--- src/rtl/eel_pkg.sv ---
package eel_pkg;
  localparam logic [7:0] SECTION_MARK = 8'hA5;

  typedef enum logic [3:0] {
    PH_MARK_ID, PH_STATION, PH_MARK_STRAP, PH_STRAP,
    PH_MARK_BURST, PH_NBURST, PH_BADDR, PH_BCNT, PH_BDATA
  } phase_t;

  typedef enum logic [1:0] {SQ_IDLE, SQ_ISSUE, SQ_WAIT, SQ_WRITE} sq_state_t;
  typedef enum logic [1:0] {BF_IDLE, BF_REQ, BF_WAIT} bf_state_t;
endpackage

--- src/rtl/eel_byte_fetch.sv ---
module eel_byte_fetch
  import eel_pkg::*;
#(
  parameter int AW = 11,
  parameter int TIMEOUT_CYCLES = 256
) (
  input  logic          clk,
  input  logic          rst_n,
  input  logic          abort,
  input  logic          go,
  input  logic [AW-1:0] go_addr,
  output logic          req_valid,
  input  logic          req_ready,
  output logic [AW-1:0] req_addr,
  input  logic          rsp_valid,
  output logic          rsp_ready,
  input  logic [7:0]    rsp_data,
  input  logic          rsp_err,
  output logic          got,
  output logic [7:0]    got_data,
  output logic          fail
);
  localparam int TW = $clog2(TIMEOUT_CYCLES + 1);

  bf_state_t     st;
  logic [TW-1:0] tmr;
  logic [AW-1:0] addr_q;
  logic          expired;

  assign expired   = (st != BF_IDLE) && (tmr == TW'(TIMEOUT_CYCLES));
  assign req_valid = (st == BF_REQ);
  assign req_addr  = addr_q;
  assign rsp_ready = (st == BF_WAIT);
  assign got       = (st == BF_WAIT) && rsp_valid && !rsp_err;
  assign got_data  = rsp_data;
  assign fail      = ((st == BF_WAIT) && rsp_valid && rsp_err) || expired;

  always_ff @(posedge clk or negedge rst_n) begin
    if (!rst_n) begin
      st     <= BF_IDLE;
      tmr    <= '0;
      addr_q <= '0;
    end else if (abort) begin
      st  <= BF_IDLE;
      tmr <= '0;
    end else begin
      case (st)
        BF_IDLE: if (go) begin
          addr_q <= go_addr;
          tmr    <= '0;
          st     <= BF_REQ;
        end
        BF_REQ: begin
          tmr <= tmr + 1'b1;
          if (expired)        st <= BF_IDLE;
          else if (req_ready) st <= BF_WAIT;
        end
        default: begin
          tmr <= tmr + 1'b1;
          if (expired || rsp_valid) st <= BF_IDLE;
        end
      endcase
    end
  end
endmodule

--- src/rtl/eel_sequencer.sv ---
module eel_sequencer
  import eel_pkg::*;
#(
  parameter int          AW          = 11,
  parameter logic [47:0] DEF_STATION = 48'h0,
  parameter logic [31:0] DEF_STRAP   = 32'h0
) (
  input  logic          clk,
  input  logic          rst_n,
  input  logic          soft_rst,
  input  logic          reload_req,
  output logic          fetch_go,
  output logic [AW-1:0] fetch_addr,
  input  logic          got,
  input  logic [7:0]    got_data,
  input  logic          fail,
  output logic          csr_valid,
  input  logic          csr_ready,
  output logic [15:0]   csr_addr,
  output logic [31:0]   csr_data,
  output logic [47:0]   station_addr,
  output logic [31:0]   strap_word,
  output logic          busy,
  output logic          ready,
  output logic          load_err
);
  sq_state_t     st;
  phase_t        ph;
  logic [AW-1:0] ptr;
  logic [2:0]    sub;
  logic [7:0]    bursts_left, words_left;
  logic [15:0]   csr_ptr;
  logic [31:0]   word_acc;
  logic [39:0]   station_acc;
  logic          start;
  logic [7:0]    b;

  assign start      = soft_rst || (reload_req && !busy);
  assign fetch_go   = (st == SQ_ISSUE);
  assign fetch_addr = ptr;
  assign csr_valid  = (st == SQ_WRITE);
  assign csr_addr   = csr_ptr;
  assign csr_data   = word_acc;
  assign b          = got_data;

  always_ff @(posedge clk or negedge rst_n) begin
    if (!rst_n) begin
      st <= SQ_ISSUE; ph <= PH_MARK_ID; ptr <= '0; sub <= '0;
      bursts_left <= '0; words_left <= '0; csr_ptr <= '0;
      word_acc <= '0; station_acc <= '0;
      station_addr <= DEF_STATION; strap_word <= DEF_STRAP;
      busy <= 1'b1; ready <= 1'b0; load_err <= 1'b0;
    end else if (start) begin
      st <= SQ_ISSUE; ph <= PH_MARK_ID; ptr <= '0; sub <= '0;
      station_addr <= DEF_STATION; strap_word <= DEF_STRAP;
      busy <= 1'b1; ready <= 1'b0; load_err <= 1'b0;
    end else begin
      case (st)
        SQ_ISSUE: st <= SQ_WAIT;
        SQ_WAIT: if (fail) begin
          st <= SQ_IDLE; busy <= 1'b0; ready <= 1'b1; load_err <= 1'b1;
        end else if (got) begin
          ptr <= ptr + 1'b1;
          st  <= SQ_ISSUE;
          case (ph)
            PH_MARK_ID, PH_MARK_STRAP, PH_MARK_BURST: begin
              sub <= '0;
              if (b == SECTION_MARK) begin
                if (ph == PH_MARK_ID)         ph <= PH_STATION;
                else if (ph == PH_MARK_STRAP) ph <= PH_STRAP;
                else                          ph <= PH_NBURST;
              end else begin
                st <= SQ_IDLE; busy <= 1'b0; ready <= 1'b1;
              end
            end
            PH_STATION: if (sub == 3'd5) begin
              station_addr <= {b, station_acc};
              ph <= PH_MARK_STRAP;
            end else begin
              station_acc[{sub, 3'b000} +: 8] <= b;
              sub <= sub + 1'b1;
            end
            PH_STRAP: if (sub == 3'd3) begin
              strap_word <= {b, word_acc[23:0]};
              ph <= PH_MARK_BURST;
            end else begin
              word_acc[{sub[1:0], 3'b000} +: 8] <= b;
              sub <= sub + 1'b1;
            end
            PH_NBURST: begin
              bursts_left <= b;
              sub <= '0;
              if (b == 8'd0) begin
                st <= SQ_IDLE; busy <= 1'b0; ready <= 1'b1;
              end else ph <= PH_BADDR;
            end
            PH_BADDR: if (sub == 3'd0) begin
              csr_ptr[7:0] <= b; sub <= 3'd1;
            end else begin
              csr_ptr[15:8] <= b; ph <= PH_BCNT;
            end
            PH_BCNT: begin
              words_left <= b;
              sub <= '0;
              if (b != 8'd0) ph <= PH_BDATA;
              else if (bursts_left == 8'd1) begin
                st <= SQ_IDLE; busy <= 1'b0; ready <= 1'b1;
              end else begin
                bursts_left <= bursts_left - 1'b1; ph <= PH_BADDR;
              end
            end
            default: begin
              word_acc[{sub[1:0], 3'b000} +: 8] <= b;
              if (sub == 3'd3) st <= SQ_WRITE;
              else             sub <= sub + 1'b1;
            end
          endcase
        end
        SQ_WRITE: if (csr_ready) begin
          csr_ptr <= csr_ptr + 16'd1;
          sub <= '0;
          if (words_left != 8'd1) begin
            words_left <= words_left - 1'b1; st <= SQ_ISSUE;
          end else if (bursts_left == 8'd1) begin
            st <= SQ_IDLE; busy <= 1'b0; ready <= 1'b1;
          end else begin
            bursts_left <= bursts_left - 1'b1; ph <= PH_BADDR; st <= SQ_ISSUE;
          end
        end
        default: st <= SQ_IDLE;
      endcase
    end
  end
endmodule

--- src/rtl/cfg_image_loader.sv ---
module cfg_image_loader #(
  parameter int          AW             = 11,
  parameter int          TIMEOUT_CYCLES = 256,
  parameter logic [47:0] DEF_STATION    = 48'h0200_0000_0001,
  parameter logic [31:0] DEF_STRAP      = 32'h0000_0F0F
) (
  input  logic          clk,
  input  logic          rst_n,
  input  logic          soft_rst,
  input  logic          reload_req,
  output logic          rd_req_valid,
  input  logic          rd_req_ready,
  output logic [AW-1:0] rd_req_addr,
  input  logic          rd_rsp_valid,
  output logic          rd_rsp_ready,
  input  logic [7:0]    rd_rsp_data,
  input  logic          rd_rsp_err,
  output logic          csr_valid,
  input  logic          csr_ready,
  output logic [15:0]   csr_addr,
  output logic [31:0]   csr_data,
  output logic [47:0]   station_addr,
  output logic [31:0]   strap_word,
  output logic          busy,
  output logic          ready,
  output logic          load_err
);
  logic          fetch_go, got, fail;
  logic [AW-1:0] fetch_addr;
  logic [7:0]    got_data;

  eel_byte_fetch #(.AW(AW), .TIMEOUT_CYCLES(TIMEOUT_CYCLES)) u_fetch (
    .clk(clk), .rst_n(rst_n), .abort(soft_rst),
    .go(fetch_go), .go_addr(fetch_addr),
    .req_valid(rd_req_valid), .req_ready(rd_req_ready), .req_addr(rd_req_addr),
    .rsp_valid(rd_rsp_valid), .rsp_ready(rd_rsp_ready),
    .rsp_data(rd_rsp_data), .rsp_err(rd_rsp_err),
    .got(got), .got_data(got_data), .fail(fail)
  );

  eel_sequencer #(.AW(AW), .DEF_STATION(DEF_STATION), .DEF_STRAP(DEF_STRAP)) u_seq (
    .clk(clk), .rst_n(rst_n), .soft_rst(soft_rst), .reload_req(reload_req),
    .fetch_go(fetch_go), .fetch_addr(fetch_addr),
    .got(got), .got_data(got_data), .fail(fail),
    .csr_valid(csr_valid), .csr_ready(csr_ready),
    .csr_addr(csr_addr), .csr_data(csr_data),
    .station_addr(station_addr), .strap_word(strap_word),
    .busy(busy), .ready(ready), .load_err(load_err)
  );
endmodule

--- config.mk ---
export PLATFORM = sky130hd
export DESIGN_NAME = cfg_image_loader
export DESIGN_NICKNAME = d
export VERILOG_FILES = /design/src/rtl/eel_pkg.sv /design/src/rtl/eel_byte_fetch.sv /design/src/rtl/eel_sequencer.sv /design/src/rtl/cfg_image_loader.sv
export SDC_FILE = /design/constraint.sdc
export NUM_CORES = 1
export LEC_CHECK = 0
export CAP_MARGIN = 20
export CORE_ASPECT_RATIO = 1.4
export CORE_MARGIN = 3
export CORE_UTILIZATION = 25
export DETAILED_ROUTE_END_ITERATION = 16
export PLACE_DENSITY = 0.55
export REMOVE_ABC_BUFFERS = 1
export SYNTH_ARGS = -nofsm -noshare
export SYNTH_HDL_FRONTEND = slang
export SYNTH_SLANG_ARGS = --single-unit
export TNS_END_PERCENT = 50
--- constraint.sdc ---
create_clock -name clk -period 5.6 [get_ports clk]
set_input_delay 1.12 -clock clk [delete_from_list [all_inputs] [get_ports clk]]
set_output_delay 1.12 -clock clk [all_outputs]
set_load 0.02 [all_outputs]
==> results.ini <==
[setup_path]
worst_setup_path_start_kind=flop
crit_family=buffers and inverters
end_kind=output pin
crit_top_cell=buf_4
crit_slowest_cell=clkdlybuf4s50_1
critPathKind=reg2out
crit_path_max_fanout=42
critPathMaxStageDelay_ns=0.70
worstPathCellList=nand2_1, buf_4, inv_1, buf_4, clkdlybuf4s50_1
cp_num_buf_inv=4
cp.arrival_ns=2.73
crit_required_ns=4.48

[cts]
cts_buffer_depth=3
clock_sinks=229
clock_latency_ns=0.53
cts_root_buf=clkbuf_16
clk_pin_slew_worst_paths_ns=0.06
cts_buffers=25
cts_setup_buffers=0
ctsHoldBuffers=0
htreeDepth=1
postCtsResizedCells=0
cts_tree=yes

[logic_synthesis]
synth_warnings=0
synth_cell_type_count=66
synth_ff_type=dfrtp_1
syn-cell-area_um2=10500
synth_top_cell_by_area=dfrtp_1
syn_inst=1073
synth_area_leaders=dfrtp_1 (52%), nand2_1 (7.3%), o21ai_0 (6.0%), mux2_2 (4.5%), dfstp_2 (3.0%)
ys_seq_area_share_pct=54.6
synth-seq-cells=229
syn_avg_cell_area_um2=9.81
synth-edff-count=0
synthDominantCellAreaShare_pct=51.6
async_flop_share_pct=100

[sta]
whs_ns=0.471
finClkSkew_ns=0.0119
setup_viol=0
slew_headroom_pct=27.5
tns_ns=0
hold_violations=0
maxSlewViolCount=0
rsz0062_at_grt=no
fin_crit_sh_pct=68.7
tightest_slew_ns=1.08
fmax_ghz=0.260
post-route-min-period_ns=3.85

[placement]
portBuffers=160
dpl.hpwl_mm=21.6
place.gp.congestion=0.938

[floorplanning]
die_h_um=249
core_area_um2=41400
fp.dieW_um=179
initial_utilization_pct=25.4
ioPinCount=161
rows=88
fp.dieArea_um2=44600

[pwr]
power_leakage_nw=5.71
ir_drop_mv=0.199
powerDensity_nw_per_um2=371

[cells_and_area]
syn2layout_area_growth_pct=29.3
drive_gt1_share_pct=10.7
final_cell_mix=dfrtp_1 (217), nand2_1 (205), clkdlybuf4s50_1 (159), o21ai_0 (127), nor2_1 (61)
fillers=4306
nets=1247
diodes=0
layout_commonest_cell=dfrtp_1

[global_route]
grt_max_degree=121
antenna_found_initial=0
grt_pass1_wl_mm=49.7
grt_pass1_vias=8407
grt_use_total_pct=13.6
gr-total-overflow=0

[outcome]
status=completed

[route]
drc=0
ant_nets=0
vias_per_cell=4.84
first_pass_iters=5
wl_per_cell_um=17.7
dr_total_vias=8588
wirelength_mm=31.4
drt-initial-drc-count=527

[min_path]
hold_class=reg2reg

[run]
drv_cap=0

## registers in the layout, indices dropped and copies added (netlist names)
name	count
u_fetch.req_addr	11
u_fetch.st	2
u_fetch.tmr	9
u_seq.bursts_left	8
u_seq.busy	1
u_seq.csr_addr	16
u_seq.csr_data	32
u_seq.fetch_addr	11
u_seq.load_err	1
u_seq.ph	4
u_seq.ready	1
u_seq.st	2
u_seq.station_acc	40
u_seq.station_addr	48
u_seq.strap_word	32
u_seq.sub	3
u_seq.words_left	8
## worst paths after layout
path                       cells after the start  slack [ns]                     end              startpoint
setup / recovery                               5        1.75               csr_valid             u_seq.st[0]
hold / removal                                 2        0.47  u_seq.station_addr[28]  u_seq.station_addr[28]
setup reg to reg                               6        1.83    u_seq.station_acc[4]            u_seq.sub[0]
hold reg to reg                                2        0.47  u_seq.station_addr[28]  u_seq.station_addr[28]
max in group asynchronous                      2        3.70     u_seq.words_left[1]                   rst_n
min in group asynchronous                      1        0.67  u_seq.station_addr[45]                   rst_n
## cell families (layout without fill, tap and decap cells)
group	after synthesis	count (layout)	share of synthesized area (%)
AND/OR/NAND/NOR	391	391	17.1
AO/OA/AOI/OAI	287	287	16.8
flip-flops	229	229	54.6
buffers and inverters	87	248	3.25
multiplexers	52	52	5.44
adder cells (fa/ha/maj)	16	16	1.90
XOR/XNOR	11	11	0.915
## stage by stage
stage               power [mW]  cells  instance area [um2]  util, %  setup WS [ns]
floorplan                 2.74   1011                10300        -          0.674
global placement          3.28   1727                12700     30.7           1.67
detailed placement        3.30   1727                12700     30.7           1.52
CTS                       5.11   1773                13600     32.8           1.72
global route              5.33   1774                13600     32.9           1.57
finish                    5.05   1774                13600     32.9           1.75
## synthesized netlist by cell type, drive strengths merged, types with 4 or more instances
cell type    n
nand2b       7
o21ai      127
a21boi       6
mux2        42
buf         14
dfstp       12
a21oi       51
ha          16
nor4         8
clkbuf      48
o22ai        5
inv         25
nor2        64
a22o        25
xor2         9
nand3       30
nand2      205
and3        13
nor2b        4
nor3        17
mux2i       10
a22oi        4
a21o         4
a31oi       11
dfrtp      217
o31ai       14
and2         5
nand4       12
o22a        17
## routing by layer
layer | vias to the layer above | part of all wire, % | GRT usage (%)
met5 | - | 0 | 0
met4 | 0 | 2.4 | 4.31
met3 | 54 | 3.8 | 1.74
met2 | 212 | 52 | 24.4
met1 | 4241 | 42 | 17.0
li1 | 4081 | - | -
## power breakdown
group	switching (mW)	internal (mW)	total, mW
sequential	0.214	1.83	2.04
combinational	0.758	0.465	1.22
clock	0.695	1.09	1.78
## worst reg2reg max path: stages (launching register included)
cell      delay, ns
dfrtp_1        0.80
inv_1          0.23
ha_1           0.50
nor2_1         0.59
nand4b_1       0.25
nor4_2         0.85
mux2_2         0.43
## layout make-up
class,count,area [um2],area share (%)
sequential,229,5750,42.2
multi-input combinational,757,4450,32.7
clock inverter,12,171,1.26
inverter,25,93.8,0.690
clock buffer,34,719,5.29
tap,540,676,4.97
timing repair buffer,177,1750,12.8
Power figures use the tool's default switching activity.
